**src/rtl/msc_pkg.sv**
```systemverilog
// Shared definitions for the serial mode controller.
// Assumes: mode codes are 4 bits wide and travel at the front of every input word.
package msc_pkg;
    localparam int MODE_W = 4;
    localparam int GRP_W  = 3;

    typedef enum logic [MODE_W-1:0] {
        MODE_SINGLE = 4'h3,
        MODE_AUTO   = 4'h5,
        MODE_WATCH  = 4'hA
    } mode_e;

    // True when the code names a supported operating mode.
    function automatic logic mode_known(input logic [MODE_W-1:0] code);
        return (code == MODE_SINGLE) || (code == MODE_AUTO) || (code == MODE_WATCH);
    endfunction

    // True when the mode carries a channel configuration with it.
    function automatic logic mode_takes_cfg(input logic [MODE_W-1:0] code);
        return (code == MODE_AUTO) || (code == MODE_WATCH);
    endfunction
endpackage

```
**src/rtl/msc_cs_timer.sv**
```systemverilog
// Measures how long chip select has been high, in oscillator cycles, saturating at HOLD_MAX.
// Assumes: cs_n_i is already synchronous to clk. After reset the gap counts as long,
// so the first frame after power-up is never taken as an exit request.
module msc_cs_timer #(
    parameter int HOLD_MAX = 32
) (
    input  logic clk,
    input  logic rst_n,
    input  logic cs_n_i,
    output logic short_o
);
    localparam int CW = $clog2(HOLD_MAX + 1);
    localparam logic [CW-1:0] CMAX = CW'(HOLD_MAX);

    logic [CW-1:0] hi_cnt;

    // Count the high time; clear it while chip select is low.
    always_ff @(posedge clk) begin
        if (!rst_n)           hi_cnt <= CMAX;
        else if (!cs_n_i)     hi_cnt <= '0;
        else if (hi_cnt != CMAX) hi_cnt <= hi_cnt + 1'b1;
    end

    assign short_o = (hi_cnt < CMAX);
endmodule

```
**src/rtl/msc_out_shift.sv**
```systemverilog
// Parallel-load, MSB-first output shifter for the status read stream.
// Assumes: load and shift never happen in the same cycle (the framing logic keeps them apart).
module msc_out_shift #(
    parameter int W = 17
) (
    input  logic         clk,
    input  logic         rst_n,
    input  logic         load_i,
    input  logic [W-1:0] data_i,
    input  logic         shift_i,
    output logic         bit_o
);
    logic [W-1:0] sh;

    // Capture the stream at frame start and advance it one bit per falling serial edge.
    always_ff @(posedge clk) begin
        if (!rst_n)       sh <= '0;
        else if (load_i)  sh <= data_i;
        else if (shift_i) sh <= {sh[W-2:0], 1'b0};
    end

    assign bit_o = sh[W-1];
endmodule

```
**src/rtl/msc_chan_decode.sv**
```systemverilog
// Turns the packed per-pair configuration into channel enables and differential controls.
// Assumes: field bits 2:1 select the use and bit 0 picks the channel or the polarity.
module msc_chan_decode
    import msc_pkg::*;
#(
    parameter int PAIRS = 4
) (
    input  logic [PAIRS*GRP_W-1:0] cfg_i,
    output logic [2*PAIRS-1:0]     en_o,
    output logic [PAIRS-1:0]       diff_o,
    output logic [PAIRS-1:0]       swap_o
);
    for (genvar g = 0; g < PAIRS; g++) begin : g_pair
        logic [GRP_W-1:0] fld;
        assign fld = cfg_i[g*GRP_W +: GRP_W];

        // Decode one pair's field.
        always_comb begin
            en_o[2*g +: 2] = 2'b00;
            diff_o[g]      = 1'b0;
            swap_o[g]      = 1'b0;
            unique case (fld[2:1])
                2'b00: en_o[2*g +: 2] = 2'b00;
                2'b01: en_o[2*g +: 2] = 2'b11;
                2'b10: begin
                    en_o[2*g +: 2] = 2'b11;
                    diff_o[g]      = 1'b1;
                    swap_o[g]      = fld[0];
                end
                default: en_o[2*g +: 2] = fld[0] ? 2'b10 : 2'b01;
            endcase
        end
    end
endmodule

```
**src/rtl/msc_top.sv**
```systemverilog
// Serial mode controller: frames transfers with chip select, writes mode and configuration
// words, streams the watchdog status with the power-fail flag, and raises the interrupt.
// Assumes: cs_n_i, sclk_i and di_i are synchronous to clk, and each serial clock phase
// lasts at least one clk cycle.
module msc_top
    import msc_pkg::*;
#(
    parameter int STAT_W   = 16,
    parameter int PAIRS    = 4,
    parameter int HOLD_MAX = 32
) (
    input  logic                   clk,
    input  logic                   rst_n,
    input  logic                   cs_n_i,
    input  logic                   sclk_i,
    input  logic                   di_i,
    output logic                   do_o,
    output logic                   irq_n_o,
    input  logic                   stat_load_i,
    input  logic [STAT_W-1:0]      stat_i,
    output logic [MODE_W-1:0]      mode_o,
    output logic [PAIRS*GRP_W-1:0] cfg_o,
    output logic [2*PAIRS-1:0]     chan_en_o,
    output logic [PAIRS-1:0]       pair_diff_o,
    output logic [PAIRS-1:0]       pair_swap_o
);
    localparam int CFG_W  = PAIRS * GRP_W;
    localparam int WORD_W = MODE_W + CFG_W;
    localparam int RD_W   = STAT_W + 1;
    localparam int MAXB   = (WORD_W > RD_W) ? WORD_W : RD_W;
    localparam int CNT_W  = $clog2(MAXB + 1);

    logic              cs_q, sclk_q, cs_seen;
    logic              frame_rd, frame_wr;
    logic [CNT_W-1:0]  bit_cnt;
    logic [WORD_W-2:0] in_word;
    logic [WORD_W-1:0] next_word;
    mode_e             mode_q;
    logic [CFG_W-1:0]  cfg_q;
    logic              pf_q, irq_pend;
    logic [STAT_W-1:0] stat_q;
    logic              short_gap, cs_fall, sclk_rise, sclk_fall;
    logic              start_rd, wr_done, rd_done, sh_bit;
    logic [MODE_W-1:0] new_mode;

    assign cs_fall   = cs_q & ~cs_n_i;
    assign sclk_rise = sclk_i & ~sclk_q;
    assign sclk_fall = ~sclk_i & sclk_q;
    assign start_rd  = cs_fall & (mode_q == MODE_WATCH) & ~short_gap;
    assign next_word = {in_word, di_i};
    assign new_mode  = next_word[WORD_W-1 -: MODE_W];
    assign wr_done   = frame_wr & ~cs_n_i & sclk_rise & (bit_cnt == CNT_W'(WORD_W - 1));
    assign rd_done   = frame_rd & ~cs_n_i & sclk_rise & (bit_cnt == CNT_W'(RD_W - 1));

    msc_cs_timer #(.HOLD_MAX(HOLD_MAX)) u_timer (
        .clk     (clk),
        .rst_n   (rst_n),
        .cs_n_i  (cs_n_i),
        .short_o (short_gap)
    );

    msc_out_shift #(.W(RD_W)) u_shift (
        .clk     (clk),
        .rst_n   (rst_n),
        .load_i  (start_rd),
        .data_i  ({stat_q, pf_q}),
        .shift_i (frame_rd & ~cs_n_i & sclk_fall),
        .bit_o   (sh_bit)
    );

    msc_chan_decode #(.PAIRS(PAIRS)) u_dec (
        .cfg_i  (cfg_q),
        .en_o   (chan_en_o),
        .diff_o (pair_diff_o),
        .swap_o (pair_swap_o)
    );

    // Edge-detect history for chip select and serial clock; remember the first high chip select.
    always_ff @(posedge clk) begin
        if (!rst_n) begin
            cs_q    <= 1'b0;
            sclk_q  <= 1'b0;
            cs_seen <= 1'b0;
        end else begin
            cs_q   <= cs_n_i;
            sclk_q <= sclk_i;
            if (cs_n_i) cs_seen <= 1'b1;
        end
    end

    // Frame type and bit counter, opened at a chip-select fall and closed by chip select or the last bit.
    always_ff @(posedge clk) begin
        if (!rst_n || cs_n_i) begin
            frame_rd <= 1'b0;
            frame_wr <= 1'b0;
            bit_cnt  <= '0;
        end else if (cs_fall) begin
            frame_rd <= start_rd;
            frame_wr <= ~start_rd;
            bit_cnt  <= '0;
        end else if (sclk_rise && (frame_rd || frame_wr)) begin
            bit_cnt <= bit_cnt + 1'b1;
            if (wr_done) frame_wr <= 1'b0;
            if (rd_done) frame_rd <= 1'b0;
        end
    end

    // Input word shifter, MSB first on rising serial clock.
    always_ff @(posedge clk) begin
        if (!rst_n)                            in_word <= '0;
        else if (frame_wr && !cs_n_i && sclk_rise) in_word <= next_word[WORD_W-2:0];
    end

    // Mode, configuration and power-fail flag updates on a completed input word.
    always_ff @(posedge clk) begin
        if (!rst_n) begin
            mode_q <= MODE_WATCH;
            cfg_q  <= '0;
            pf_q   <= 1'b1;
        end else if (wr_done && mode_known(new_mode)) begin
            mode_q <= mode_e'(new_mode);
            if (new_mode != mode_q)      pf_q  <= 1'b0;
            if (mode_takes_cfg(new_mode)) cfg_q <= next_word[CFG_W-1:0];
        end
    end

    // Status capture from the scanner and the pending interrupt, cleared by a completed read.
    always_ff @(posedge clk) begin
        if (!rst_n) begin
            stat_q   <= '0;
            irq_pend <= 1'b1;
        end else if (stat_load_i) begin
            stat_q   <= stat_i;
            irq_pend <= 1'b1;
        end else if (rd_done) begin
            stat_q   <= '0;
            irq_pend <= 1'b0;
        end
    end

    assign do_o    = frame_rd & sh_bit;
    assign irq_n_o = ~(irq_pend & cs_seen);
    assign mode_o  = mode_q;
    assign cfg_o   = cfg_q;
endmodule

```
**config.mk**
```make
export PLATFORM = sky130hd
export DESIGN_NAME = msc_top
export DESIGN_NICKNAME = d
export VERILOG_FILES = /design/src/rtl/msc_pkg.sv /design/src/rtl/msc_cs_timer.sv /design/src/rtl/msc_out_shift.sv /design/src/rtl/msc_chan_decode.sv /design/src/rtl/msc_top.sv
export SDC_FILE = /design/constraint.sdc
export NUM_CORES = 1
export LEC_CHECK = 0
export BUFFER_PORTS_ARGS = -buffer_cell sky130_fd_sc_hd__buf_2
export CAP_MARGIN = 20
export CORE_ASPECT_RATIO = 1.1
export CORE_MARGIN = 2
export CORE_UTILIZATION = 50
export DETAILED_ROUTE_END_ITERATION = 16
export PLACE_DENSITY = 0.81
export SETUP_SLACK_MARGIN = 0.2
export SKIP_CTS_REPAIR_TIMING = 1
export SLEW_MARGIN = 25
export SYNTH_ARGS = -nofsm -noshare
export SYNTH_HDL_FRONTEND = slang
export SYNTH_SLANG_ARGS = --single-unit
```
**constraint.sdc**
```tcl
create_clock -name clk -period 1.7 [get_ports clk]
set_clock_uncertainty 0.2 [all_clocks]
set_input_delay 0.085 -clock clk [delete_from_list [all_inputs] [get_ports clk]]
set_output_delay 0.085 -clock clk [all_outputs]
set_load 0.02 [all_outputs]
```
==> results.toml <==
[die]
dieHeight_um = 92.7
start_util_pct = 51.3
die_w_um = 84.6
dieArea_um2 = 7840
top_level_ports = 56
core-area_um2 = 6970
rows = 32

[critical_path]
timing.rr.start = "mode_o[1]"
r2r-end = "u_shift.sh[6]"
cp_max_fo = 18
reg2regPathDepth = 6
critical_path_class = "flip-flop to flip-flop"
crit_arrival_ns = 1.79
path_delay_family = "simple AND/OR/NAND/NOR gates"
critical_path_required_ns = 1.79
crit_slowest_cell = "or3b_4"
path_buf_inv = 2
start_kind = "flip-flop"
critPathMaxStageDelay_ns = 0.41
r2r_slack_ns = 0.001
cp_cell_sequence = "or3b_4, buf_6, nor2_4, buf_12, nand2_1, a31oi_1"
end_kind = "flip-flop"

[power]
net-switching-power_mw = 0.906
internal_power_mw = 2.77
p_per_area_nw_per_um2 = 737
seqPwrFrac_pct = 54.0
power_frac_clock_pct = 38.5
power_frac_comb_pct = 7.5
peakVddDrop_mv = 0.690
leakage_nw = 2.06
p_sw_share_pct = 24.6

[grt]
met2_usage_pct = 34.2
grt_pass1_wl_mm = 12.6
antenna_found_initial = 0
use_met3_pct = 4.28
top_usage_layer = "met2"
grt_use_met1_pct = 24.0
grt_pass1_vias = 2854
grt_usage_pct = 19.7
overflow = 0
grt_max_degree = 34

[yosys]
syn_nets = 454
synth_area_um2 = 3570
yosysSeqAreaShare_pct = 45.9
synth_area_leaders = "dfxtp_1, nand2_1, a21oi_1"
synthFlopType = "dfxtp_1"
yosysWarnings = 0
synth_top_cell_area_share_pct = 45.9
yosysTopAreaCell = "dfxtp_1"
synth_enable_flop_cells = 0
synthCells = 419
synth_cell_types = 47
async_flop_share_pct = 0
syn_avg_cell_area_um2 = 8.53
ys_ff_latch = 82

[sta]
max_freq_mhz = 589
holdWs_ns = -0.0173
drv_slew = 0
hold_viol_final = 7
rsz0062_at_grt = "true"
post-route-period-util_pct = 99.9
setup_viol = 0
tightest_slew_ns = 0.462
relSlewSlack_pct = 69.2
fin_crit_ns = 1.70

[routing]
routedWlPerCell_um = 14.9
drc = 0
vias = 3312
wl_mm = 9.01
drtPass1Iterations = 4
drt_iter0_drc = 104
viasPerCell = 5.48
drtAntennaViolNets = 0

[hold_path]
hold_path_class = "input pin to flip-flop"
min_from = "stat_load_i"
whs_path_depth = 3
whs_endpoint = "stat_q[11]"

[placement]
io_buffers = 55
post_dp_cell_area_um2 = 4140
dp_cells = 558
routabilityCongestion = 0.766
hpwl_mm = 5.20

[flow_run]
drv_cap = 0

[cells_and_area]
drive_gt1_share_pct = 36.6
final_common_cell = "nand2_1"
finalNetCount = 549
stdcell_area_um2 = 4990
antennaDiodeCount = 0
syn_to_final_growth_pct = 39.7
layout_common_cells = "nand2_1, dfxtp_1, buf_2, a21oi_1, buf_4"
final_cells = 604

[cts]
clockBufferDepth = 2
clk_pin_slew_ns = 0.09
cts_tree = "yes"
clock_latency_ns = 0.36
cts_root_buf = "clkbuf_8"
htree_levels = 3
clock_sinks = 82
cts_inserted_buffers = 9

[outcome]
violations = "hold timing"
status = "finished with violations"
power by group through the flow:
stage | logic [mW] | clock network, mW | registers [mW]
final | 0.275 | 1.42 | 1.99
after floorplan | 0.141 | 0 | 2.03
after detailed placement | 0.204 | 0 | 2.04
after CTS | 0.206 | 1.44 | 1.99
after global placement | 0.196 | 0 | 2.04
after global routing | 0.300 | 1.54 | 1.99
registers in the layout, summed over array words and instances (netlist names):
name,flops
irq_pend,1
frame_rd,1
sclk_q,1
mode_o,4
bit_cnt,5
cs_seen,1
in_word,15
stat_q,16
pf_q,1
cfg_o,12
frame_wr,1
cs_q,1
u_timer.hi_cnt,6
u_shift.sh,17
worst reg2reg max path: stages (launching register included):
cell and delay [ns]:
dfxtp_4 0.35, or3b_4 0.41, buf_6 0.14, nor2_4 0.09, buf_12 0.18, nand2_1 0.09
a31oi_1 0.19
cell families after synthesis:
| kind of cell | count (synthesis) | synth area share [%] |
|---|---|---|
| mux | 13 | 3.64 |
| flops | 82 | 45.9 |
| xor+xnor | 13 | 3.19 |
| compound gates | 88 | 13.8 |
| fa+ha+maj | 13 | 4.55 |
| buf+inv | 41 | 5.56 |
| simple gates | 169 | 23.3 |
per-layer routing:
layer	part of all wire (%)	wire length, µm
met2	53	4810
met1	40	3590
met5	0	0
met3	4.2	379
met4	2.6	230
worst max path at each step:
stage                 from            end  slack (ns)  cells after the start
2_1_floorplan    mode_o[1]  u_shift.sh[0]       -0.01                      6
3_3_place_gp   in_word[13]      cfg_o[11]       -0.02                      4
3_5_place_dp   in_word[13]       cfg_o[6]       -0.09                      4
4_1_cts          cfg_o[10]   chan_en_o[6]        -0.1                      5
5_1_grt          mode_o[1]  u_shift.sh[6]       -0.08                      6
6_report         mode_o[1]  u_shift.sh[6]       0.001                      6
final cells by class:
| type | instances | area (µm²) |
|---|---|---|
| Clock buffer | 9 | 124 |
| Clock inverter | 7 | 78.8 |
| Fill cell | 496 | 1970 |
| Inverter | 17 | 66.3 |
| Multi-Input combinational cell | 296 | 2070 |
| Sequential cell | 82 | 1690 |
| Tap cell | 85 | 106 |
| Timing Repair Buffer | 108 | 853 |
cell usage after synthesis (all sizes together) (6+ instances only):
cell type,number
xor2,7
nor2,28
mux2i,13
o21ai,21
dfxtp,82
nand3b,17
xnor2,6
ha,13
inv,17
buf,11
clkbuf,13
nand2,87
and2,6
a31oi,17
a21oi,43
per-stage QoR:
| step | util [%] | TNS (ns) | setup slack, ns | power (mW) |
|---|---|---|---|---|
| finish | 71.7 | 0 | 0.00112 | 3.68 |
| global route | 71.7 | -0.430 | -0.0817 | 3.83 |
| CTS | 62.4 | -1.90 | -0.0996 | 3.64 |
| detailed placement | 59.4 | -0.836 | -0.0872 | 2.24 |
| global placement | 59.4 | -0.0693 | -0.0195 | 2.23 |
| floorplan | - | -0.0579 | -0.0145 | 2.17 |
(Power assumes the default switching activity.)
